===== src/rtl/bpg_pkg.sv =====
package bpg_pkg;

    typedef enum logic {
        GP_IDLE = 1'b0,
        GP_OPEN = 1'b1
    } gate_phase_e;

    function automatic int unsigned max2(input int unsigned a, input int unsigned b);
        return (a > b) ? a : b;
    endfunction

endpackage


===== src/rtl/bpg_edge_qual.sv =====
module bpg_edge_qual #(
    parameter int unsigned HSYNC_MIN = 120,
    parameter int unsigned VSYNC_MIN = 60
) (
    input  logic clk,
    input  logic rst_n,
    input  logic csync_n,
    input  logic vert_i,
    output logic trig_o
);
    import bpg_pkg::*;

    localparam int unsigned CAP = max2(HSYNC_MIN, VSYNC_MIN);
    localparam int unsigned RW  = $clog2(CAP + 1);
    localparam logic [RW-1:0] RUN_CAP = RW'(CAP);
    localparam logic [RW-1:0] THR_H   = RW'(HSYNC_MIN);
    localparam logic [RW-1:0] THR_V   = RW'(VSYNC_MIN);

    typedef struct packed {
        logic          prev;
        logic [RW-1:0] run;
    } qual_st_t;

    qual_st_t st_d, st_q;
    logic [RW-1:0] thr;

    always_comb begin
        st_d      = st_q;
        st_d.prev = csync_n;
        if (!csync_n) begin
            if (st_q.run != RUN_CAP) begin
                st_d.run = st_q.run + 1'b1;
            end
        end else begin
            st_d.run = '0;
        end
        thr    = vert_i ? THR_V : THR_H;
        trig_o = csync_n && !st_q.prev && (st_q.run >= thr);
    end

    always_ff @(posedge clk or negedge rst_n) begin
        if (!rst_n) begin
            st_q.prev <= 1'b1;
            st_q.run  <= '0;
        end else begin
            st_q <= st_d;
        end
    end

    // run counter saturates, never exceeds its cap
    a_r7_run_bounded: assert property (@(posedge clk) disable iff (!rst_n)
        st_q.run <= RUN_CAP);

    // a trigger never comes from a sampled-low sync input
    a_r6_trig_needs_high: assert property (@(posedge clk) disable iff (!rst_n)
        trig_o |-> csync_n);

endmodule


===== src/rtl/bpg_width_timer.sv =====
module bpg_width_timer #(
    parameter int unsigned GATE_CYCLES = 210
) (
    input  logic clk,
    input  logic rst_n,
    input  logic trig_i,
    output logic gate_n_o
);
    import bpg_pkg::*;

    localparam int unsigned CW = $clog2(GATE_CYCLES + 1);
    localparam logic [CW-1:0] LOAD = CW'(GATE_CYCLES);

    typedef struct packed {
        gate_phase_e   phase;
        logic [CW-1:0] cnt;
    } tmr_st_t;

    tmr_st_t st_d, st_q;

    always_comb begin
        st_d = st_q;
        if (trig_i) begin
            st_d.phase = GP_OPEN;
            st_d.cnt   = LOAD;
        end else if (st_q.phase == GP_OPEN) begin
            if (st_q.cnt == CW'(1)) begin
                st_d.phase = GP_IDLE;
                st_d.cnt   = '0;
            end else begin
                st_d.cnt = st_q.cnt - 1'b1;
            end
        end
        gate_n_o = (st_q.phase == GP_IDLE);
    end

    always_ff @(posedge clk or negedge rst_n) begin
        if (!rst_n) begin
            st_q.phase <= GP_IDLE;
            st_q.cnt   <= '0;
        end else begin
            st_q <= st_d;
        end
    end

    // an open window always holds a count inside 1..GATE_CYCLES
    a_r2_cnt_range: assert property (@(posedge clk) disable iff (!rst_n)
        (st_q.phase == GP_OPEN) |-> (st_q.cnt != '0 && st_q.cnt <= LOAD));

    // idle phase keeps a cleared counter
    a_r1_idle_clear: assert property (@(posedge clk) disable iff (!rst_n)
        (st_q.phase == GP_IDLE) |-> (st_q.cnt == '0));

endmodule


===== src/rtl/bp_gate_gen.sv =====
module bp_gate_gen #(
    parameter int unsigned GATE_CYCLES = 210,
    parameter int unsigned HSYNC_MIN   = 120,
    parameter int unsigned VSYNC_MIN   = 60
) (
    input  logic clk,
    input  logic rst_n,
    input  logic csync_n,
    input  logic vert_i,
    output logic bp_gate_n
);

    logic trig;

    bpg_edge_qual #(
        .HSYNC_MIN (HSYNC_MIN),
        .VSYNC_MIN (VSYNC_MIN)
    ) u_qual (
        .clk     (clk),
        .rst_n   (rst_n),
        .csync_n (csync_n),
        .vert_i  (vert_i),
        .trig_o  (trig)
    );

    bpg_width_timer #(
        .GATE_CYCLES (GATE_CYCLES)
    ) u_timer (
        .clk      (clk),
        .rst_n    (rst_n),
        .trig_i   (trig),
        .gate_n_o (bp_gate_n)
    );

    // a qualified edge opens the gate on the next cycle
    a_r2_launch: assert property (@(posedge clk) disable iff (!rst_n)
        trig |=> !bp_gate_n);

    // the gate only opens in response to a trigger
    a_r2_fall_cause: assert property (@(posedge clk) disable iff (!rst_n)
        $fell(bp_gate_n) |-> $past(trig));

    // sync leading edge / low level never opens an idle gate
    a_r6_low_keeps_idle: assert property (@(posedge clk) disable iff (!rst_n)
        (!csync_n && bp_gate_n) |=> bp_gate_n);

    // a trigger while open keeps the gate open
    a_r5_retrigger_hold: assert property (@(posedge clk) disable iff (!rst_n)
        (trig && !bp_gate_n) |=> !bp_gate_n);

endmodule


===== config.mk =====
export PLATFORM = sky130hd
export DESIGN_NAME = bp_gate_gen
export DESIGN_NICKNAME = d
export VERILOG_FILES = /design/src/rtl/bpg_pkg.sv /design/src/rtl/bpg_edge_qual.sv /design/src/rtl/bpg_width_timer.sv /design/src/rtl/bp_gate_gen.sv
export SDC_FILE = /design/constraint.sdc
export NUM_CORES = 1
export LEC_CHECK = 0
export BUFFER_PORTS_ARGS = -buffer_cell sky130_fd_sc_hd__buf_2
export CAP_MARGIN = 20
export CORE_MARGIN = 2
export CORE_UTILIZATION = 39
export CTS_CLUSTER_SIZE = 16
export DETAILED_ROUTE_END_ITERATION = 10
export SETUP_SLACK_MARGIN = 0.3
export SKIP_CTS_REPAIR_TIMING = 1
export SYNTH_ARGS = -nofsm -noshare
export SYNTH_HDL_FRONTEND = slang
export SYNTH_SLANG_ARGS = --single-unit

===== constraint.sdc =====
create_clock -name clk -period 1.7 [get_ports clk]
set_clock_uncertainty 0.1 [all_clocks]
set_input_delay 0.34 -clock clk [delete_from_list [all_inputs] [get_ports clk]]
set_output_delay 0.34 -clock clk [all_outputs]
set_load 0.02 [all_outputs]

Word-level counts from Yosys, hierarchy flattened
Cells that the tools add are included.
{ "word_totals": {"regBits": 17, "input_bits": 4} }
{ "op_classes": {"addsub": 2, "n_lt_le_gt_ge": 1, "eq_ne": 2, "reduce_logical": 5, "bitwise": 1, "muxes": 7} }
{ "ops": {"columns": ["cell", "count"], "rows": [
  ["7-bit two-way mux", 3],
  ["9-bit two-way mux", 2],
  ["8-bit by 1-bit == test with 1-bit output (second input constant)", 1],
  ["8-bit two-way mux", 1],
  ["8-bit by 1-bit subtractor with 8-bit output (second input constant)", 1],
  ["7-bit by 1-bit adder with 7-bit output (second input constant)", 1],
  ["7-bit >= comparator", 1],
  ["7-bit != test (second input constant)", 1],
  ["2-bit nonzero test", 2],
  ["1-bit logical AND", 2],
  ["1-bit logical NOT", 1],
  ["1-bit two-way mux", 1],
  ["1-bit inverter", 1]
]} }

Longest topological paths before layout
{ "logic_depth": {"ltp_word": 4, "ltp_mapped": 5, "depth_no_buf": 5} }

By module
Synthesis repeated with hierarchy kept, for this count alone.
{ "unflattened": {"hier_cells": 97, "area_unflattened_um2": 978.4} }
{ "modules_own_cells": {"columns": ["mod", "cells_per_inst", "seq_area_each_um2", "area_per_inst_um2", "instances"], "rows": [
  ["bpg_width_timer", 52, 225.2, 516.7, 1],
  ["bpg_edge_qual", 45, 201.4, 461.7, 1]
]} }

Least setup slack after synthesis
Ideal clock, no wire load.
{ "synth_path": {"path_kind": "flip-flop to flip-flop", "startpoint": "reg u_timer.st_q[3] (netlist bit)", "endpoint": "reg u_timer.st_q[7] (netlist bit)", "path_slack_ns": -0.022, "t_required_ns": 1.476, "path_stages_with_launch": 5, "setup_time_ns": 0.124, "path_buffers": 1, "arrival_ns": 1.498, "cell_sequence": "dfrtp_1 -> or3_1 -> buf_6 -> o41a_1 -> a211o_1"} }
{ "synth_via": {"elab_chain_len": 4, "word_cells_on_any_way": 5} }
{ "synth_rtl": {"columns": ["element", "line", "text"], "rows": [
  ["from (decl)", "bpg_width_timer.sv:19", "tmr_st_t st_d, st_q;"],
  ["from (signal assigned)", "bpg_width_timer.sv:42", "st_q <= st_d;"],
  ["8-bit by 1-bit subtractor with 8-bit output / 8-bit by 1-bit == test with 1-bit output (equally long branches)", "bpg_width_timer.sv:31, bpg_width_timer.sv:27", null],
  ["8-bit two-way mux *", "bpg_width_timer.sv:27", "if (st_q.cnt == CW'(1)) begin"],
  ["9-bit two-way mux *", "bpg_width_timer.sv:26", "end else if (st_q.phase == GP_OPEN) begin"],
  ["9-bit two-way mux *", "bpg_width_timer.sv:23", "if (trig_i) begin"]
]} }
Mark *: on every way between the ends. The rest lies on a longest branch, timed or not. The select of a mux whose other input is x is not followed.
A chain may end at the register's enable or synchronous reset.

Final worst setup path
{ "layout_path": {"startpoint": "reg u_timer.st_q[1] (netlist bit)", "endpoint": "reg u_timer.st_q[3] (netlist bit)"} }
The elaborated chain is that of the path after synthesis.

==> results.md <==
* Status: completed
* R2R setup slack at 50 ps
* Hold Path End: u_qual.st_q[7]
* Final Non-Filler Cells at 151
* TritonCTS Buffers at 3
* Share of the synthesized area in the top cell type at 0.420
* Vias per inst at 5.68
* XOR/XNOR Fraction of Synth Area at 0.0184
* FF-to-FF Start: u_timer.st_q[1]
* Crit share post-route at 0.973
* Clock network latency to the later pin of the worst-skew pair at 290 ps
* Clk root buf: clkbuf_4
* Number of flops mapped to enable cells by yosys at 0
* Leading area contributor after synthesis: dfrtp_1
* I/O Pins at 5
* Synth Area per Inst at 9.53 um2
* TNS Setup at 0 ps
* Power Dens Cells at 1380 nW/um2
* Synth Area in Adders at 0.0787
* Critical Path RT at 1780 ps
* # nets final at 134
* DRC Markers at 0
* Wire length per cell at 15.6 um
* Crit Path Max Fanout at 4
* Slew @ Worst Pin at 404 ps
* Clock transition at path regs at 110 ps
* Max cap viols at 0
* Cells after DPL at 138
* Main combinational cell family by area after synthesis: simple AND/OR/NAND/NOR gates
* Vias in the first global route at 820
* Antenna violations before repair at 0
* Chip Height at 53.4 um
* Yosys warns at 0
* #FFs+latches synth at 17
* Fin util at 0.582
* Crit end category: flop
* Largest net degree at the start of global routing at 18
* Reg2Reg Depth at 5
* RSZ-0062 raised after global routing: yes
* Share of cells above drive strength 1 at 0.407
* F_max at 605 MHz
* Pre-CTS setup slack at 27.1 ps
* Critical Path AT at 1740 ps
* Post-Synth Simple-Gate Area at 0.215
* Worst setup margin at 45.8 ps
* Post-Syn Instances at 100
* HP Class: input pin to flop
* Synth async-reset ratio at 1.00
* CP Class: flop to flop
* Area grow syn2layout at 37.5%
* Mux contribution to synthesized area at 0
* Fillcell total at 201
* Routed vias at 857
* Final Hold Fails at 0
* ANT cells at 0
* GRT Residual Overflow at 0
* # port buffers at 4
* Max_slew headroom at 0.731
* Seq/Total Area, Yosys at 0.448
* Tmin final at 1650 ps
* Clock Path Buffers at 2
* Most frequent cell after synthesis: dfrtp_1
* Die area at 2860 um2
* CTS tree: built
* Routability-driven placement congestion ratio at 0.824
* Initial Utilization at 0.423
* Max-slew violations at 0
* Synth cell types at 33
* Mapped Nets at 110
* Chip Width at 53.4 um
* Maximum vdd drop at 720 uV
* Row count at 17
* Synth top cells by count: dfrtp_1, a21oi_1, nand2_1, inv_1, o21ai_0
* Pleak at 0.000524 uW
* Iter 0 DRT Violations at 23
* Hold_sp: csync_n
* Final setup violation count at 0
* Top cells by area, synth: dfrtp_1, ha_1, a21oi_1
* Mapped Area at 953 um2
* Synth Area in Compound Gates at 0.188
* R2R Path End: u_timer.st_q[3]
* Drt pass-1 iters at 6
* Post-DRT Antenna Nets at 0
* Hold Path Depth at 1
* First-pass GRT wire length at 3540 um
* GRT Total Usage at 0.176
* Post-synth top flop: dfrtp_1
* Detailed placement HPWL at 1450 um
* CTS Sinks at 17
* H-tree level count at 1
* Core ar. at 2250 um2
* Routed WL at 2350 um
* CP startpoint kind: flop
==> layout by cell type (no fill, tap or decap), types with 2 or more instances in the layout <==
| master | netlist | layout |
|---|---|---|
| o21ai_0 | 8 | 6 |
| nand2b_1 | 2 | 2 |
| inv_1 | 8 | 6 |
| nand3_2 | 0 | 2 |
| dfrtp_1 | 16 | 12 |
| nand2_1 | 9 | 8 |
| xor2_1 | 2 | 2 |
| a21oi_1 | 9 | 8 |
| nor4_1 | 2 | 2 |
| buf_6 | 1 | 2 |
| dfrtp_2 | 0 | 4 |
| o211ai_1 | 4 | 4 |
| ha_4 | 0 | 5 |
| or4_4 | 0 | 3 |
| nor3_1 | 2 | 2 |
| nor2_1 | 3 | 3 |
| clkbuf_4 | 0 | 3 |
| nand3b_1 | 2 | 2 |
| o21ai_1 | 0 | 2 |
| or3_1 | 3 | 2 |
| buf_2 | 1 | 3 |
| buf_4 | 0 | 16 |
| nand3_1 | 5 | 3 |
==> sequential cells by signal, indices dropped and copies added (netlist names) <==
| register | flops |
|---|---|
| u_qual.st_q | 8 |
| u_timer.st_q | 9 |
==> power by group <==
group	switching (uW)	internal (uW)	leakage, uW
Sequential	105	522	0.000206
Combinational	455	499	0.000301
Clock	136	87.5	0.0000177
==> critical path, stage by stage, from the launching register on <==
cell and delay [ps]:
dfrtp_1 430, inv_2 90, ha_4 140, or4b_4 480
o211ai_1 210, a21oi_1 100
==> per-layer routing <==
layer	vias up	GRT usage	wire length, um	part of all wire
li1	413	-	-	-
met1	423	0.202	1030	0.44
met2	17	0.311	1220	0.52
met3	4	0.0254	65	0.028
met4	0	0.0897	31	0.013
met5	-	0	0	0
==> cell type report <==
type,instances,area (um2),area share
tap,28,35.0,0.0267
timing repair buffer,22,168,0.128
clock buffer,3,22.5,0.0172
clock inverter,1,5.00,0.00382
sequential,17,432,0.329
multi-input combinational,72,617,0.470
inverter,8,32.5,0.0248
==> worst max-delay path by stage <==
| stage | start | end | slack [ps] |
|---|---|---|---|
| final | u_timer.st_q[1] | u_timer.st_q[3] | 50 |
| after CTS | u_timer.st_q[1] | u_timer.st_q[3] | 10 |
| after global routing | u_timer.st_q[1] | u_timer.st_q[3] | 1 |
| after floorplan | u_timer.st_q[8] | u_timer.st_q[7] | 80 |
| after global placement | u_timer.st_q[0] | u_timer.st_q[7] | 40 |
| after detailed placement | vert_i | u_timer.st_q[3] | 30 |
==> stage by stage <==
step / hold WS [ps] / cell area [um2] / total power [uW]
after floorplan: -55.6 / 986 / 1090
after global placement: 183 / 1080 / 1300
after detailed placement: 199 / 1080 / 1300
after CTS: -134 / 1110 / 1540
after global routing: 107 / 1310 / 1940
final: 112 / 1310 / 1800
==> cells by family after synthesis <==
family                     after synthesis
AOI/OAI and AO/OA                       28
DFF                                     17
and+or+nand+nor                         36
adders and majority gates                6
xor gates and xnor gates                 2
buffers and inverters                   11
Power figures use the tool's default switching activity.
